<file path="src/rtl/i2c_txn_seq_pkg.sv">
`timescale 1ns/1ps
package i2c_txn_seq_pkg;
  typedef enum logic [2:0] {
    OP_NONE = 3'd0, OP_START = 3'd1, OP_RSTART = 3'd2,
    OP_STOP = 3'd3, OP_WRITE = 3'd4, OP_READ = 3'd5
  } eng_op_e;

  typedef enum logic [3:0] {
    S_IDLE, S_PRE, S_START, S_RSTART, S_ADDR,
    S_DATA, S_EOM, S_ADV, S_MID, S_FIN
  } seq_state_e;
endpackage

</file>
<file path="src/rtl/i2c_txn_desc_tbl.sv">
`timescale 1ns/1ps
module i2c_txn_desc_tbl #(
  parameter int N     = 8,
  parameter int LEN_W = 8,
  localparam int IDX_W = (N > 1) ? $clog2(N) : 1
) (
  input  logic             clk_i,
  input  logic             rst_ni,
  input  logic             we_i,
  input  logic [IDX_W-1:0] widx_i,
  input  logic             wrd_i,
  input  logic [LEN_W-1:0] wlen_i,
  input  logic             wrs_i,
  input  logic             wst_i,
  input  logic [IDX_W-1:0] ridx_i,
  output logic             rd_o,
  output logic [LEN_W-1:0] len_o,
  output logic             rs_o,
  output logic             st_o
);
  localparam int EW = LEN_W + 3;
  logic [EW-1:0] ent_q [N];

  for (genvar g = 0; g < N; g++) begin : g_ent
    always_ff @(posedge clk_i or negedge rst_ni) begin
      if (!rst_ni) ent_q[g] <= '0;
      else if (we_i && widx_i == IDX_W'(g)) ent_q[g] <= {wrd_i, wrs_i, wst_i, wlen_i};
    end
  end

  assign {rd_o, rs_o, st_o, len_o} = ent_q[ridx_i];
endmodule

</file>
<file path="src/rtl/i2c_txn_byte_cnt.sv">
`timescale 1ns/1ps
module i2c_txn_byte_cnt #(
  parameter int W = 8
) (
  input  logic         clk_i,
  input  logic         rst_ni,
  input  logic         clr_i,
  input  logic         inc_i,
  input  logic [W-1:0] len_i,
  output logic         last_o
);
  logic [W-1:0] cnt_q;

  always_ff @(posedge clk_i or negedge rst_ni) begin
    if (!rst_ni)     cnt_q <= '0;
    else if (clr_i)  cnt_q <= '0;
    else if (inc_i)  cnt_q <= cnt_q + 1'b1;
  end

  assign last_o = (cnt_q + 1'b1) == len_i;
endmodule

</file>
<file path="src/rtl/i2c_txn_seq.sv">
`timescale 1ns/1ps
module i2c_txn_seq
  import i2c_txn_seq_pkg::*;
#(
  parameter int MAX_MSGS = 8,
  parameter int LEN_W    = 8,
  localparam int IDX_W   = (MAX_MSGS > 1) ? $clog2(MAX_MSGS) : 1,
  localparam int CNT_W   = $clog2(MAX_MSGS + 1)
) (
  input  logic             clk_i,
  input  logic             rst_ni,
  input  logic             desc_we_i,
  input  logic [IDX_W-1:0] desc_idx_i,
  input  logic             desc_rd_i,
  input  logic [LEN_W-1:0] desc_len_i,
  input  logic             desc_rs_i,
  input  logic             desc_st_i,
  input  logic             cmd_valid_i,
  output logic             cmd_ready_o,
  input  logic [CNT_W-1:0] cmd_count_i,
  input  logic [6:0]       cmd_addr_i,
  input  logic [7:0]       wr_data_i,
  input  logic             wr_valid_i,
  output logic             wr_ready_o,
  output logic [7:0]       rd_data_o,
  output logic             rd_valid_o,
  output logic             eng_req_o,
  output logic [2:0]       eng_op_o,
  output logic [7:0]       eng_data_o,
  output logic             eng_ack_out_o,
  input  logic             eng_done_i,
  input  logic             eng_ack_i,
  input  logic [7:0]       eng_rd_data_i,
  output logic             done_o,
  output logic             err_o
);
  seq_state_e       state_q, state_d;
  logic [IDX_W-1:0] idx_q;
  logic [CNT_W-1:0] count_q;
  logic [6:0]       addr_q;
  logic             err_q, done_q;
  logic             m_rd, m_rs, m_st, last;
  logic [LEN_W-1:0] m_len;
  eng_op_e          op;
  logic             step, accept, is_last_msg;

  i2c_txn_desc_tbl #(.N(MAX_MSGS), .LEN_W(LEN_W)) u_tbl (
    .clk_i, .rst_ni,
    .we_i(desc_we_i), .widx_i(desc_idx_i), .wrd_i(desc_rd_i),
    .wlen_i(desc_len_i), .wrs_i(desc_rs_i), .wst_i(desc_st_i),
    .ridx_i(idx_q), .rd_o(m_rd), .len_o(m_len), .rs_o(m_rs), .st_o(m_st)
  );

  i2c_txn_byte_cnt #(.W(LEN_W)) u_cnt (
    .clk_i, .rst_ni,
    .clr_i(state_q != S_DATA),
    .inc_i(step && state_q == S_DATA && !last),
    .len_i(m_len), .last_o(last)
  );

  always_comb begin
    unique case (state_q)
      S_PRE, S_MID, S_FIN: op = OP_STOP;
      S_START:             op = OP_START;
      S_RSTART:            op = OP_RSTART;
      S_ADDR:              op = OP_WRITE;
      S_DATA:              op = m_rd ? OP_READ : OP_WRITE;
      default:             op = OP_NONE;
    endcase
  end

  assign eng_op_o      = op;
  assign eng_req_o     = (op != OP_NONE) && !(state_q == S_DATA && !m_rd && !wr_valid_i);
  assign eng_data_o    = (state_q == S_ADDR) ? {addr_q, m_rd} : wr_data_i;
  assign eng_ack_out_o = (state_q == S_DATA) && m_rd && last;
  assign step          = eng_req_o && eng_done_i;
  assign wr_ready_o    = step && state_q == S_DATA && !m_rd;
  assign rd_valid_o    = step && state_q == S_DATA && m_rd;
  assign rd_data_o     = eng_rd_data_i;
  assign cmd_ready_o   = state_q == S_IDLE;
  assign accept        = cmd_valid_i && cmd_ready_o;
  assign is_last_msg   = (CNT_W'(idx_q) + 1'b1) == count_q;
  assign done_o        = done_q;
  assign err_o         = err_q;

  always_comb begin
    state_d = state_q;
    unique case (state_q)
      S_IDLE:   if (accept && cmd_count_i != '0) state_d = S_PRE;
      S_PRE:    if (step) state_d = S_START;
      S_START,
      S_RSTART: if (step) state_d = S_ADDR;
      S_ADDR:   if (step) state_d = !eng_ack_i ? S_FIN : (m_len == '0) ? S_EOM : S_DATA;
      S_DATA:   if (step) begin
                  if (!m_rd && !eng_ack_i) state_d = S_FIN;
                  else if (last)           state_d = S_EOM;
                end
      S_EOM:    state_d = is_last_msg ? S_FIN : (m_st ? S_MID : S_ADV);
      S_ADV:    state_d = m_rs ? S_RSTART : (m_len == '0) ? S_EOM : S_DATA;
      S_MID:    if (step) state_d = S_START;
      S_FIN:    if (step) state_d = S_IDLE;
      default:  state_d = S_IDLE;
    endcase
  end

  always_ff @(posedge clk_i or negedge rst_ni) begin
    if (!rst_ni) begin
      state_q <= S_IDLE;
      idx_q   <= '0;
      count_q <= '0;
      addr_q  <= '0;
      err_q   <= 1'b0;
      done_q  <= 1'b0;
    end else begin
      state_q <= state_d;
      done_q  <= (accept && cmd_count_i == '0) || (state_q == S_FIN && step);
      if (accept) begin
        idx_q   <= '0;
        count_q <= cmd_count_i;
        addr_q  <= cmd_addr_i;
        err_q   <= 1'b0;
      end
      if (step && !eng_ack_i && (state_q == S_ADDR || (state_q == S_DATA && !m_rd)))
        err_q <= 1'b1;
      if (state_q == S_EOM && !is_last_msg) idx_q <= idx_q + 1'b1;
    end
  end
endmodule

</file>
<file path="config.mk">
export PLATFORM = sky130hd
export DESIGN_NAME = i2c_txn_seq
export DESIGN_NICKNAME = d
export VERILOG_FILES = /design/src/rtl/i2c_txn_seq_pkg.sv /design/src/rtl/i2c_txn_desc_tbl.sv /design/src/rtl/i2c_txn_byte_cnt.sv /design/src/rtl/i2c_txn_seq.sv
export SDC_FILE = /design/constraint.sdc
export NUM_CORES = 1
export LEC_CHECK = 0
export ABC_CLOCK_PERIOD_IN_PS = 6900
export BUFFER_PORTS_ARGS = -buffer_cell sky130_fd_sc_hd__buf_2
export CAP_MARGIN = 25
export CORE_MARGIN = 2
export CORE_UTILIZATION = 30
export DETAILED_ROUTE_END_ITERATION = 10
export GPL_ROUTABILITY_DRIVEN = 0
export PLACE_DENSITY = 0.55
export SLEW_MARGIN = 40
export SYNTH_ARGS = -nofsm -noshare
export SYNTH_HDL_FRONTEND = slang
export SYNTH_SLANG_ARGS = --single-unit
</file>
<file path="constraint.sdc">
create_clock -name clk_i -period 6.9 [get_ports clk_i]
set_clock_uncertainty 0.15 [all_clocks]
set_input_delay 0.345 -clock clk_i [delete_from_list [all_inputs] [get_ports clk_i]]
set_output_delay 0.345 -clock clk_i [all_outputs]
set_load 0.005 [all_outputs]
</file>
[Yosys cells after proc, flatten, opt, wreduce, memory -nomap -nowiden]
Cells that the tools add are included.
Word-level totals
  bits in registers: 116
  output and inout port bits: 26
  word-level logic and storage cells: 119
Cells by class
  $add $sub $neg: 3
  magnitude comparators: 1
  eq/ne operators: 26
  mux-type cells: 26
  bitwise gates (word level): 1
  reductions and logical operators: 47
Operator list (count)
  4-bit two-way mux: 11
  11-bit binary-select mux with 3-bit select: 1
  4-bit case mux with 8 select lines: 1
  1-bit logical AND: 26
  8-bit two-way mux: 3
  11-bit two-way mux: 2
  4-bit by 3-bit equality test with 1-bit output (second input constant): 4
  3-bit case mux with 5 select lines: 1
  3-bit equality test (second input constant): 4
  3-bit two-way mux: 3
  8-bit by 1-bit adder with 8-bit output (second input constant): 1
  4-bit by 2-bit equality test with 1-bit output (second input constant): 2
  4-bit equality test (second input constant): 2
  8-bit equality test: 1
  4-bit zero test: 2
  8-bit zero test: 1
  2-bit != test (second input constant): 4
  7-bit AND reduction: 1
  3-bit by 2-bit equality test with 1-bit output (second input constant): 2
  1-bit zero test: 6
  2-bit nonzero test: 3
  3-bit by 1-bit adder with 4-bit output (second input constant): 1
  4-bit by 1-bit equality test with 1-bit output (second input constant): 1
  4-bit equality test: 1
  15 further kinds: 20

[Longest topological paths before layout]
Gate-level depths: netlist of run 1.
  depth after elaboration: 14
  gate-level depth with buffers: 11
  gate-level depth less buffers: 8

[Modules after synthesis]
Synthesis of run 1 repeated with hierarchy kept, for this count alone.
Second synthesis, totals
  cells, all modules: 438
  area total of the unflattened synthesis: 6104.6 um^2
Modules (own cells, without submodules)
  i2c_txn_desc_tbl: instances 1, cells an instance 230, area each 4050.1 um^2, sequential area each 2202.1 um^2
  i2c_txn_seq: instances 1, cells an instance 140, area each 1431.4 um^2, sequential area each 500.5 um^2
  i2c_txn_byte_cnt: instances 1, cells an instance 68, area each 623.1 um^2, sequential area each 200.2 um^2

[Worst setup path before layout of run 1]
No wires, ideal clock.
  kind: register to output
  start point: reg idx_q[0]
  end point: out eng_ack_out_o
  arrival: 2.630 ns
  required time: 6.405 ns
  slack: 3.775 ns
  stages on the path, launching flop included: 9
  buffers on the path: 2
  path through: dfrtp_1 buf_4 mux4_2 mux2_2 or3_1 a41o_1 a2111oi_4 buf_4 nor2b_1
Between the ends
  cells in the longest elaborated chain, start to end: 6
  elaborated cells on any way between the ends: 7
  classes of those cells: eq/ne: 1; mux: 3; bitwise: 1; reduce/logical: 2
RTL lines
  start, declared: RTL line i2c_txn_seq.sv:38  | logic [IDX_W-1:0] idx_q;
  start signal, assigned: RTL line i2c_txn_seq.sv:125  | if (state_q == S_EOM && !is_last_msg) idx_q <= idx_q + 1'b1;
  3-bit inverter with 4-bit output (not written as such) *: RTL line i2c_txn_desc_tbl.sv:31  | assign {rd_o, rs_o, st_o, len_o} = ent_q[ridx_i];
  11-bit binary-select mux with 3-bit select *: RTL line i2c_txn_desc_tbl.sv:31
  11-bit two-way mux (not written as such) * (2 in series): RTL line i2c_txn_desc_tbl.sv:31
  8-bit equality test or 1-bit logical AND (tied branches): RTL line i2c_txn_byte_cnt.sv:20, i2c_txn_seq.sv:75
  1-bit logical AND *: RTL line i2c_txn_seq.sv:75  | assign eng_ack_out_o = (state_q == S_DATA) && m_rd && last;
  end, declared: RTL line i2c_txn_seq.sv:30  | output logic eng_ack_out_o,
Mark *: on every way between the ends. The rest lies on a longest branch, timed or not. The select of a mux whose other input is x is not followed.

[Worst setup path after layout of run 1]
  start point: reg idx_q[1]
  end point: out eng_ack_out_o
Same word-level chain as after synthesis.

==> impl_table.tex, run 1 <==
\begin{tabular}{lr}
\hline
Metric & Value \\
\hline
\multicolumn{2}{l}{\textbf{Outcome}} \\
Result of the run & complete, no violations \\
\multicolumn{2}{l}{\textbf{Yosys}} \\
Most used DFF post-synth & dfrtp\_1 \\
Post-synth ARST share & 100.0\% \\
Number of different library cells in the post-synthesis netlist & 54 \\
Sequential element share of the synthesized area & between 40\% and 50\% \\
Number of enable-type register cells in the synthesized netlist & 0 \\
Gate count after technology mapping & between 400 and 500 \\
Synthesis warning total & 0 \\
Seq cells post-synth & around 120 \\
Synthesized Nets & between 500 and 600 \\
Syn Std Cell Area & 6008 um\^{}2 \\
Synth Area per Inst & around 12 um\^{}2 \\
\multicolumn{2}{l}{\textbf{Routing}} \\
Starting DRT DRC Count & 150 \\
Detailed-route vias per instance & roughly 5 \\
Aggregate routed wire length & 14,240 um \\
Via total after detailed routing & about 4,100 \\
Wire length per cell & between 15 and 20 um \\
Number of detailed-routing iterations run before antenna repair & 4 \\
Post-route antenna net violation count & 0 \\
Post-route DRC violation count & 0 \\
\multicolumn{2}{l}{\textbf{Power}} \\
Internal portion of total power & 1.930 mW \\
Sequential share of power & around a third \\
Switching power & 908.1 uW \\
Switching share of total power & around a third \\
Power per cell area & slightly below 400 nW/um\^{}2 \\
IR drop worst, VDD & 0.0001456 V \\
Combinational fraction of design power & roughly a third \\
Total power & between 2 and 3 mW \\
Leakage power of the design & around 3.0 nW \\
Clk network pwr share & between 30\% and 40\% \\
\multicolumn{2}{l}{\textbf{Clock tree}} \\
Clock transition at the register clock pins on the worst setup and hold paths after CTS & $\sim$0.060 ns \\
Clock H-tree levels & 4 \\
Count of cells resized by post-cts repair & 0 \\
CTS root buffer & clkbuf\_16 \\
Clk sink count & approximately 120 \\
Post-CTS setup repair buffer count & 0 \\
CTS tree & yes \\
Buffers from clock root to sink, at most & 2 \\
Number of buffers inserted during clock tree synthesis & 17 \\
Clock Latency Late Sink & 0.42 ns \\
\multicolumn{2}{l}{\textbf{Placed design}} \\
Placed Cells incl. Taps & slightly below 800 \\
Number of port buffers & 57 \\
Placed wire-length estimate after detailed placement & approximately 10000 um \\
\multicolumn{2}{l}{\textbf{Global route}} \\
Largest net degree at the start of global routing & 74 \\
Wire length of the first global-routing pass & $\sim$23,000 um \\
Number of antenna violations at the first check in global routing & 0 \\
Vias in the first global route & roughly 4,400 \\
Grt ovf & 0 \\
Total Routing Usage GR & about 14\% \\
\multicolumn{2}{l}{\textbf{Layout}} \\
Net count of the finished layout & 600 \\
Final cell count without fillers & 828 \\
Layout cell share with drive strength beyond 1 & between 40 and 50\% \\
Area Growth Syn to Fin & 21.35\% \\
Area of combinational cells with multiple inputs & approximately 3000 um\^{}2 \\
Combined flip-flop and latch cell area & between 2000 and 3000 um\^{}2 \\
Fillers & around 1,900 \\
Antenna fix cells & 0 \\
\multicolumn{2}{l}{\textbf{Floorplan}} \\
X dimension of the die & roughly 150 um \\
Vertical die dimension & 145.5 um \\
Area of the die & around 21,000 um\^{}2 \\
Area inside the core boundary & 19,590 um\^{}2 \\
Row cnt & 51 \\
Starting density of the core & 30.67\% \\
I/O pin total & 74 \\
\multicolumn{2}{l}{\textbf{STA}} \\
Maximum clock frequency & roughly 230 MHz \\
Worst slew margin & between 40\% and 50\% \\
Period utilisation layout & 62.98\% \\
Slew at the pin closest to its max-slew limit & between 0.8 and 0.9 ns \\
Final setup TNS & 0 ns \\
Setup-violating endpoint count in the final report & 0 \\
Unrepaired setup endpoints after global routing & no \\
Number of pins exceeding their max-slew limit in the final report & 0 \\
Worst hold-check slack & between 0.02 and 0.025 ns \\
Final worst path period need & 4.346 ns \\
Hold Vio Cnt, Final & 0 \\
\multicolumn{2}{l}{\textbf{Setup path}} \\
CP required & about 6.4 ns \\
Dominant cell type by count on the critical path & buf\_4 \\
Worst setup path endpoint & eng\_ack\_out\_o \\
Startpoint class of the critical path & flop \\
Source of the critical timing path & idx\_q[1]\$\_DFFE\_PN0P\_ \\
Worst reg-to-reg setup slack & approximately 3.0 ns \\
Peak per-stage delay on the critical path & 0.60 ns \\
Reg-to-Reg End & state\_q[0]\$\_DFFE\_PN0P\_ \\
Number of cells on the critical path & 9 \\
Worst reg-to-reg path cell count & 9 \\
Cells along the critical path & buf\_4 -> mux2\_2 -> mux4\_2 -> xor3\_1 -> o2111ai\_1 -> a2111oi\_4 -> buf\_4 -> nor2b\_1 -> buf\_2 \\
Worst setup EP type & output pin \\
Worst Setup Path Type & reg -> out \\
Peak fanout along the critical path & 29 \\
Critical-path top delay cell & dfrtp\_1 \\
Buffers plus inverters on the worst setup path & 3 \\
Worst path arrival time & between 3 and 4 ns \\
R2r startpoint & idx\_q[1]\$\_DFFE\_PN0P\_ \\
Crit path max-delay family & multiplexers \\
\multicolumn{2}{l}{\textbf{Worst hold path}} \\
Class of the worst hold path & in -> reg \\
\multicolumn{2}{l}{\textbf{Run}} \\
Max\_cap viols & 0 \\
\hline
\end{tabular}
worst register-to-register path: cells and delay by family (launching register included):
kind                      cells  cell delay, ns
AOI/OAI and AO/OA             4            1.07
xor gates and xnor gates      1            0.30
buffers and inverters         2            0.77
DFF                           1            0.60
muxes                         2            0.92
layout by cell type (no fill, tap or decap), types with 2 or more instances in the layout:
cell | Yosys | layout
a21oi_1 | 11 | 11
and3_1 | 2 | 2
o31ai_1 | 5 | 5
nand3_1 | 14 | 14
nor3_1 | 5 | 4
buf_2 | 5 | 56
o21ai_0 | 12 | 12
clkinv_4 | 0 | 5
nand4_1 | 4 | 4
clkinvlp_4 | 0 | 2
clkbuf_16 | 0 | 17
dfrtp_1 | 116 | 116
inv_6 | 0 | 2
mux2i_1 | 22 | 22
nand4b_1 | 3 | 3
nor4_1 | 2 | 2
nand2_1 | 45 | 45
xnor2_1 | 7 | 7
nor2_1 | 13 | 13
inv_1 | 2 | 2
or4_1 | 6 | 6
mux4_2 | 14 | 14
dlygate4sd3_1 | 0 | 7
nor3b_1 | 6 | 4
bufinv_16 | 0 | 4
nor3b_2 | 0 | 2
xor2_1 | 5 | 5
o21a_1 | 2 | 2
nand2b_1 | 4 | 4
a211oi_1 | 2 | 2
nand3b_1 | 5 | 5
mux2_2 | 108 | 108
or3_1 | 6 | 6
ha_1 | 2 | 2
buf_6 | 0 | 2
a22oi_1 | 5 | 5
nor2b_1 | 4 | 4
buf_4 | 10 | 12
timing repair:
action                                  in CTS  in global routing
hold buffers                                 7                  0
endpoints found under the hold margin       49                  0
endpoints found under the setup margin       0                  0
area by class of cell:
class                           count  area share [%]
Tap cell                          265           4.548
Timing Repair Buffer               77           6.350
Clock inverter                     14           2.763
Multi-Input combinational cell    336           40.40
Inverter                            2          0.1030
Sequential cell                   116           39.81
Clock buffer                       18           6.024
Yosys cell counts (all sizes together) (2+ instances only):
master | number | share of area (%)
a211oi | 2 | 0.25
a21oi | 11 | 0.92
a22oi | 5 | 0.62
and3 | 2 | 0.21
buf | 17 | 1.8
clkbuf | 16 | 1.0
dfrtp | 116 | 48
ha | 2 | 0.42
inv | 2 | 0.12
mux2 | 109 | 20
mux2i | 22 | 3.7
mux4 | 14 | 5.2
nand2 | 45 | 2.8
nand2b | 4 | 0.42
nand3 | 14 | 1.2
nand3b | 5 | 0.62
nand4 | 4 | 0.42
nand4b | 3 | 0.44
nor2 | 13 | 0.81
nor2b | 4 | 0.42
nor3 | 5 | 0.42
nor3b | 6 | 0.75
nor4 | 2 | 0.21
o21a | 2 | 0.25
o21ai | 14 | 1.2
o31ai | 5 | 0.62
or3 | 6 | 0.62
or4 | 6 | 0.75
xnor2 | 7 | 1.0
xor2 | 5 | 0.73
worst min path at each step:
stage          slack [ns]  cells past startpoint          start                         end
3_5_place_dp         0.23                      1         rst_ni  u_cnt.cnt_q[3]$_DFFE_PN0P_
2_1_floorplan       -0.10                      0         rst_ni       addr_q[0]$_DFFE_PN0P_
6_report             0.02                      2  cmd_addr_i[3]       addr_q[3]$_DFFE_PN0P_
4_1_cts             0.004                      2  cmd_addr_i[3]       addr_q[3]$_DFFE_PN0P_
5_1_grt            0.0002                      2  cmd_addr_i[3]       addr_q[3]$_DFFE_PN0P_
3_3_place_gp         0.22                      1         rst_ni  u_cnt.cnt_q[6]$_DFFE_PN0P_
sequential cells by signal, indices dropped and copies added, names as in the netlist:
| signal | flops |
|---|---|
| u_cnt.cnt_q | 8 |
| addr_q | 7 |
| state_q | 4 |
| u_tbl.ent_q | 88 |
| err_o | 1 |
| idx_q | 3 |
| done_o | 1 |
| count_q | 4 |
metrics by stage:
stage / area, um^2 / util, % / worst slack [ns]
2_1_floorplan: 6008 / - / 3.775
3_3_place_gp: 6523 / 33.30 / 2.952
3_5_place_dp: 6568 / 33.52 / 2.842
4_1_cts: 7278 / 37.15 / 2.388
5_1_grt: 7291 / 37.22 / 2.384
6_report: 7291 / 37.22 / 2.554
layer usage:
metal | share of wire [%] | global-route usage, % | vias up | wire, um
met5 | 0 | 0 | - | 0
met4 | 1.4 | 5.882 | 0 | 200
met3 | 4.2 | 3.762 | 15 | 601
met2 | 46 | 21.23 | 92 | 6606
met1 | 48 | 19.16 | 2113 | 6833
li1 | - | - | 1925 | -
power by group through the flow:
stage	Clock, mW	Sequential [mW]	Combinational (mW)
floorplan	0	0.918	0.732
global placement	0	0.977	0.885
detailed placement	0	0.988	0.915
CTS	0.966	0.977	0.923
global route	0.998	1.00	1.01
finish	0.946	0.979	0.913
kinds of logic (layout without fill, tap and decap cells):
family / Yosys count / count (layout) / share of synthesized area (%)
fa+ha+maj: 3 / 3 / 0.5830
simple gates: 122 / 122 / 10.43
xor+xnor: 13 / 13 / 2.145
flops: 116 / 116 / 48.31
compound gates: 53 / 53 / 6.269
buf+inv: 35 / 111 / 2.915
mux: 145 / 145 / 29.34
(Power assumes the default switching activity.)
==> inputs of run 2 (changes only) <==
--- a/config.mk
+++ b/config.mk
@@ -5,7 +5,7 @@
 export SDC_FILE = /design/constraint.sdc
 export NUM_CORES = 1
 export LEC_CHECK = 0
-export ABC_CLOCK_PERIOD_IN_PS = 6900
+export ABC_CLOCK_PERIOD_IN_PS = 4050
 export BUFFER_PORTS_ARGS = -buffer_cell sky130_fd_sc_hd__buf_2
 export CAP_MARGIN = 25
 export CORE_MARGIN = 2
==> constraint.sdc (replaced) <==
create_clock -name clk_i -period 4.05 [get_ports clk_i]
set_clock_uncertainty 0.15 [all_clocks]
set_input_delay 0.2025 -clock clk_i [delete_from_list [all_inputs] [get_ports clk_i]]
set_output_delay 0.2025 -clock clk_i [all_outputs]
set_load 0.005 [all_outputs]
==> run 2 against run 1 <==
Effect of this change: non-clock buffer count grew 18; clock power increased by 59%; global-route usage rose by 0.52 points; routed wire length grew 3.2%; combinational power is 73% higher; setup slack got worse by 2.2 ns; sequential power up 72%; critical path depth decreased by 3; die area unchanged; critical path type unchanged; largest cell class unchanged.
==> impl_table.tex, run 2 (same netlist as run 1, synthesis figures left out) <==
\begin{tabular}{lr}
\hline
Metric & Value \\
\hline
\multicolumn{2}{l}{\textbf{Routing}} \\
Aggregate routed wire length & approximately 15,000 um \\
Detailed-route vias per instance & about 5.1 \\
Routed wl met2 & approximately 6900 um \\
Post-route antenna net violation count & 0 \\
Via total after detailed routing & about 4,300 \\
Wire length per cell & 17.36 um \\
Top layer in use & met4 \\
Post-route DRC violation count & 0 \\
Routed length on met3 & between 500 and 600 um \\
Number of detailed-routing iterations run before antenna repair & 5 \\
Starting DRT DRC Count & between 200 and 300 \\
Post-route met1 wirelength & 6890 um \\
\multicolumn{2}{l}{\textbf{Floorplan}} \\
Starting density of the core & 30.67\% \\
Vertical die dimension & $\sim$150 um \\
Area of the die & approximately 21,000 um\^{}2 \\
I/O pin total & 74 \\
Row cnt & between 50 and 60 \\
X dimension of the die & 145.5 um \\
Area inside the core boundary & between 15,000 and 20,000 um\^{}2 \\
\multicolumn{2}{l}{\textbf{Setup path}} \\
R2r startpoint & idx\_q[2]\$\_DFFE\_PN0P\_ \\
Startpoint class of the critical path & flop \\
Worst setup path endpoint & eng\_ack\_out\_o \\
Worst setup EP type & output pin \\
Worst reg-to-reg setup slack & 0.62 ns \\
Peak fanout along the critical path & 18 \\
Source of the critical timing path & idx\_q[2]\$\_DFFE\_PN0P\_ \\
Worst path arrival time & around 3.4 ns \\
Worst reg-to-reg path cell count & 6 \\
Reg-to-Reg End & state\_q[0]\$\_DFFE\_PN0P\_ \\
CP required & around 3.7 ns \\
Worst Setup Path Type & reg -> out \\
\multicolumn{2}{l}{\textbf{Layout}} \\
Area of all placed cells without fillers & between 7000 and 8000 um\^{}2 \\
Most flops, register & u\_tbl.ent\_q \\
Top Registers & u\_tbl.ent\_q: 88 flops, u\_cnt.cnt\_q: 8 flops, addr\_q: 7 flops \\
Area Growth Syn to Fin & 23.68\% \\
Number of flip-flops in the largest register & 88 \\
Layout cell share with drive strength beyond 1 & 40.62\% \\
Most common library cell in the layout ignoring fill and taps & dfrtp\_1 \\
Commonest non-fill, non-tap cells in the layout & 115 x dfrtp\_1, 108 x mux2\_2, 56 x buf\_2, 45 x nand2\_1 \\
Net count of the finished layout & just over 600 \\
\multicolumn{2}{l}{\textbf{STA}} \\
Unrepaired setup endpoints after global routing & no \\
Maximum clock frequency & about 270 MHz \\
Number of pins exceeding their max-slew limit in the final report & 0 \\
Final worst path period need & between 3 and 4 ns \\
Setup slack after layout & roughly 0.35 ns \\
Slew at the pin closest to its max-slew limit & a little over 0.8 ns \\
Period utilisation layout & between 90\% and 100\% \\
Hold Vio Cnt, Final & 0 \\
Setup-violating endpoint count in the final report & 0 \\
Worst slew margin & between 40\% and 50\% \\
Final setup TNS & 0 ns \\
\multicolumn{2}{l}{\textbf{Global route}} \\
Total Routing Usage GR & between 10 and 15\% \\
Wire length of the first global-routing pass & between 20,000 and 25,000 um \\
Grt ovf & 0 \\
Largest net degree at the start of global routing & 51 \\
Number of antenna violations at the first check in global routing & 1 \\
Vias in the first global route & $\sim$4,500 \\
\multicolumn{2}{l}{\textbf{Placed design}} \\
Post-detailed-placement cell area & approximately 6600 um\^{}2 \\
Number of port buffers & 57 \\
Placed wire-length estimate after detailed placement & between 10,000 and 15,000 um \\
Setup slack at placement & a little under 0.5 ns \\
\multicolumn{2}{l}{\textbf{Run}} \\
Max\_cap viols & 0 \\
\multicolumn{2}{l}{\textbf{Power}} \\
Sequential share of power & a little over a third \\
Switching power & 1.540 mW \\
Leakage power of the design & 3.080 nW \\
Clk network pwr share & between 30\% and 40\% \\
Switching share of total power & 32.42\% \\
Power per cell area & about 640 nW/um\^{}2 \\
Internal portion of total power & around 3.2 mW \\
Combinational fraction of design power & 33.2\% \\
IR drop worst, VDD & approximately 0.00023 V \\
\multicolumn{2}{l}{\textbf{Clock tree}} \\
Clock transition at the register clock pins on the worst setup and hold paths after CTS & $\sim$0.050 ns \\
Clk sink count & $\sim$120 \\
Clock H-tree levels & 4 \\
Clock Latency Late Sink & 0.42 ns \\
Buffers from clock root to sink, at most & 2 \\
CTS root buffer & clkbuf\_16 \\
CTS tree & yes \\
Number of buffers inserted during clock tree synthesis & 17 \\
\multicolumn{2}{l}{\textbf{Outcome}} \\
Result of the run & complete, no violations \\
\multicolumn{2}{l}{\textbf{Worst hold path}} \\
Class of the worst hold path & in -> reg \\
\hline
\end{tabular}
## run 2: cell types whose count changed in the layout (fill, tap and decap cells not counted), moves of 2 or more
| cell | previous run | this run |
|---|---|---|
| clkbuf_8 | 1 | 3 |
| clkinv_4 | 5 | 2 |
| bufinv_16 | 4 | 2 |
| buf_4 | 12 | 14 |
| clkinv_2 | 1 | 4 |
| dlygate4sd3_1 | 7 | 22 |
## run 2: area by class of cell
cell class	instances	area [um^2]
fillers	1922	12160
multi-input cells	336	2950
flip-flops and latches	116	2904
repair buffers	95	639.4
clock buffers	20	466.7
well taps	265	331.6
clock inverters	12	128.9
inverters	2	7.507
diodes	1	2.502
## run 2: per-stage QoR
| step | hold WS (ns) | std cells | utilization, % | total power, mW |
|---|---|---|---|---|
| floorplan | -0.2431 | 487 | - | 2.811 |
| global placement | 0.0005665 | 787 | 33.45 | 3.204 |
| detailed placement | 0.004042 | 792 | 33.70 | 3.259 |
| CTS | 0.008453 | 846 | 37.86 | 4.797 |
| global route | 0.02666 | 847 | 37.93 | 5.037 |
| finish | 0.03260 | 847 | 37.93 | 4.751 |
## run 2: power by group through the flow
stage | combinational, mW | clock, mW | sequential (mW)
floorplan | 1.25 | 0 | 1.56
global placement | 1.52 | 0 | 1.68
detailed placement | 1.57 | 0 | 1.69
CTS | 1.59 | 1.53 | 1.67
global route | 1.74 | 1.58 | 1.71
finish | 1.58 | 1.50 | 1.68
## run 2: layer usage
layer	up-vias	track usage, %
met2	93	23.18
met5	-	0
met1	2233	19.70
met4	0	5.637
met3	23	2.947
li1	1961	-
## run 2: worst max-delay path: stages (launching register included)
cell and delay, ns:
dfrtp_1 0.86, mux2_2 0.48, or3_1 0.33, a41o_1 0.27, a2111oi_4 0.65, nor2b_1 0.21, buf_2 0.13
## run 2: worst min-delay path by stage
stage,cells past startpoint,endpoint,slack (ns),start
after floorplan,0,addr_q[0]$_DFFE_PN0P_,-0.24,rst_ni
after global placement,1,u_cnt.cnt_q[6]$_DFFE_PN0P_,0.0006,rst_ni
after detailed placement,1,u_cnt.cnt_q[6]$_DFFE_PN0P_,0.004,rst_ni
after CTS,2,u_tbl.ent_q[7]$_DFFE_PN0P_,0.008,desc_len_i[7]
after global routing,2,u_tbl.ent_q[7]$_DFFE_PN0P_,0.03,desc_len_i[7]
final,2,u_tbl.ent_q[62]$_DFFE_PN0P_,0.03,desc_len_i[7]
## run 2: repair_timing
action                                  4_1_cts  5_1_grt
gates resized for setup                       0        1
buffers inserted                              0        0
hold endpoints to repair                    116        0
endpoints found under the setup margin        0        1
hold buffers                                 22        0
==> inputs of run 3 (changes only) <==
--- a/config.mk
+++ b/config.mk
@@ -8,11 +8,13 @@
 export ABC_CLOCK_PERIOD_IN_PS = 4050
 export BUFFER_PORTS_ARGS = -buffer_cell sky130_fd_sc_hd__buf_2
 export CAP_MARGIN = 25
+export CORE_ASPECT_RATIO = 0.9
 export CORE_MARGIN = 2
-export CORE_UTILIZATION = 30
+export CORE_UTILIZATION = 40
 export DETAILED_ROUTE_END_ITERATION = 10
 export GPL_ROUTABILITY_DRIVEN = 0
-export PLACE_DENSITY = 0.55
+export PLACE_DENSITY = 0.67
+export RECOVER_POWER = 100
 export SLEW_MARGIN = 40
 export SYNTH_ARGS = -nofsm -noshare
 export SYNTH_HDL_FRONTEND = slang
==> run 3 against run 2 <==
Effect of this change: die area fell by 24%; combinational power barely moved; highest routed layer unchanged; cell count fell by 8.4%; the run now ends with capacitance limit, slew limit left; clock-buffer cell count rose by 2.
==> impl_table.tex, run 3 (same netlist as run 1, synthesis figures left out) <==
\begin{tabular}{lr}
\hline
Metric & Value \\
\hline
\multicolumn{2}{l}{\textbf{Setup path}} \\
Worst path arrival time & approximately 3.3 ns \\
R2r startpoint & idx\_q[1]\$\_DFFE\_PN0P\_ \\
Worst reg-to-reg setup slack & between 0.5 and 0.6 ns \\
Worst setup EP type & output pin \\
Critical-path top delay cell & dfrtp\_1 \\
Worst reg-to-reg path cell count & 9 \\
Reg-to-Reg End & u\_cnt.cnt\_q[2]\$\_DFFE\_PN0P\_ \\
Number of cells on the critical path & 8 \\
Cells along the critical path & buf\_4 -> mux4\_2 -> mux2i\_1 -> nand2\_1 -> o21a\_1 -> nand2\_1 -> nor2\_1 -> clkbuf\_1 \\
Crit path max-delay family & multiplexers \\
Source of the critical timing path & idx\_q[1]\$\_DFFE\_PN0P\_ \\
Peak fanout along the critical path & 28 \\
Startpoint class of the critical path & flop \\
Worst Setup Path Type & reg -> out \\
Dominant cell type by count on the critical path & nand2\_1 \\
CP required & 3.70 ns \\
Buffers plus inverters on the worst setup path & 2 \\
Peak per-stage delay on the critical path & between 0.6 and 0.7 ns \\
\multicolumn{2}{l}{\textbf{Worst hold path}} \\
End point of the worst hold path & err\_o\$\_DFFE\_PN0P\_ \\
Number of instances on the worst hold path & 3 \\
Start point of the worst min-delay path & eng\_ack\_i \\
Class of the worst hold path & in -> reg \\
\multicolumn{2}{l}{\textbf{Clock tree}} \\
Count of cells resized by post-cts repair & 0 \\
Clock Latency Late Sink & 0.42 ns \\
CTS root buffer & clkbuf\_16 \\
Clock H-tree levels & 4 \\
CTS tree & yes \\
Total of hold buffers inserted after clock tree synthesis & 23 \\
Buffers from clock root to sink, at most & 2 \\
Clock transition at the register clock pins on the worst setup and hold paths after CTS & 0.05 ns \\
Number of buffers inserted during clock tree synthesis & 17 \\
Post-CTS setup repair buffer count & 0 \\
Clk sink count & 116 \\
\multicolumn{2}{l}{\textbf{Global route}} \\
Number of antenna violations at the first check in global routing & 0 \\
Wire length of the first global-routing pass & about 23,000 um \\
Grt ovf & 0 \\
Total Routing Usage GR & roughly a fifth \\
Vias in the first global route & 4,380 \\
Largest net degree at the start of global routing & 79 \\
\multicolumn{2}{l}{\textbf{Layout}} \\
Final cell count without fillers & about 780 \\
Most flops, register & u\_tbl.ent\_q \\
Net count of the finished layout & slightly above 600 \\
Top Registers & u\_tbl.ent\_q: 88 flops, u\_cnt.cnt\_q: 8 flops, addr\_q: 7 flops \\
Antenna fix cells & 0 \\
Area Growth Syn to Fin & 19.49\% \\
Layout cell share with drive strength beyond 1 & 34.08\% \\
Most common library cell in the layout ignoring fill and taps & dfrtp\_1 \\
Number of flip-flops in the largest register & between 80 and 90 \\
Commonest non-fill, non-tap cells in the layout & 116 x dfrtp\_1, 108 x mux2\_2, 45 x nand2\_1, 40 x buf\_2, 28 x clkbuf\_1 \\
\multicolumn{2}{l}{\textbf{Placed design}} \\
Number of port buffers & 57 \\
Placed Cells incl. Taps & approximately 720 \\
Placed wire-length estimate after detailed placement & between 9000 and 10,000 um \\
\multicolumn{2}{l}{\textbf{Power}} \\
Power per cell area & 642.8 nW/um\^{}2 \\
Total power & 4.615 mW \\
Leakage power of the design & 2.939 nW \\
IR drop worst, VDD & about 0.00038 V \\
\multicolumn{2}{l}{\textbf{Routing}} \\
Number of detailed-routing iterations run before antenna repair & 5 \\
Via total after detailed routing & $\sim$4,300 \\
Detailed-route vias per instance & 5.488 \\
Starting DRT DRC Count & between 400 and 500 \\
Post-route antenna net violation count & 0 \\
Post-route DRC violation count & 0 \\
Wire length per cell & 18.52 um \\
Aggregate routed wire length & between 10,000 and 15,000 um \\
\multicolumn{2}{l}{\textbf{STA}} \\
Unrepaired setup endpoints after global routing & no \\
Worst slew margin & -51.86\% \\
Final worst path period need & 3.692 ns \\
Maximum clock frequency & between 200 and 300 MHz \\
Slew at the pin closest to its max-slew limit & $\sim$2.3 ns \\
Hold Vio Cnt, Final & 0 \\
Final setup TNS & 0 ns \\
Setup-violating endpoint count in the final report & 0 \\
Period utilisation layout & approximately nine tenths \\
Number of pins exceeding their max-slew limit in the final report & 52 \\
\multicolumn{2}{l}{\textbf{Floorplan}} \\
I/O pin total & 74 \\
Area of the die & roughly 16,000 um\^{}2 \\
Row cnt & 42 \\
X dimension of the die & 133.2 um \\
Area inside the core boundary & approximately 15,000 um\^{}2 \\
Starting density of the core & roughly two fifths \\
Vertical die dimension & between 100 and 150 um \\
\multicolumn{2}{l}{\textbf{Run}} \\
Max\_cap viols & 2 \\
\multicolumn{2}{l}{\textbf{Outcome}} \\
Violations in the final reports & capacitance limit, slew limit \\
Result of the run & complete, but fails checks \\
\hline
\end{tabular}
## run 3: worst max path at each step
| stage | endpoint | slack, ns |
|---|---|---|
| floorplan | state_q[0]$_DFFE_PN0P_ | 1.03 |
| global placement | state_q[0]$_DFFE_PN0P_ | 0.84 |
| detailed placement | state_q[0]$_DFFE_PN0P_ | 0.70 |
| CTS | eng_ack_out_o | 0.35 |
| global route | u_cnt.cnt_q[2]$_DFFE_PN0P_ | 0.12 |
| finish | rd_valid_o | 0.36 |
## run 3: cell type report
type,count,area (um^2)
inverters,2,7.507
multi-input cells,336,2927
repair buffers,92,548.0
well taps,198,247.7
fillers,1320,7535
clock inverters,10,82.58
flip-flops and latches,116,2903
clock buffers,22,464.2
## run 3: where the power goes
part           switching [mW]  internal, mW  leakage [nW]
Sequential              0.228          1.44          1.42
Clock                   0.521         0.866         0.265
Combinational           0.769         0.786          1.26
Total                    1.52          3.10          2.94
## run 3: metal layers
| layer | routed length, um | vias to the layer above | global-route usage (%) | share of wire (%) |
|---|---|---|---|---|
| li1 | - | 1960 | - | - |
| met1 | 6670 | 2144 | 25.97 | 46 |
| met2 | 6673 | 130 | 28.53 | 46 |
| met3 | 714 | 25 | 5.157 | 5.0 |
| met4 | 313 | 0 | 7.713 | 2.2 |
| met5 | 0 | - | 0 | 0 |
## run 3: stage by stage
step	area [um^2]	util (%)	hold slack, ns	setup WS, ns
after floorplan	6008	-	-0.2431	1.032
after global placement	6456	43.88	0.2526	0.8370
after detailed placement	6485	44.07	0.1343	0.6999
after CTS	7262	49.35	0.06239	0.3533
after global routing	7179	48.79	0.08955	0.1186
final	7179	48.79	0.08884	0.3578
## run 3: tightest hold or removal path: stages
cell and delay, ns:
buf_2 0.13, a21oi_1 0.08, a22o_1 0.20
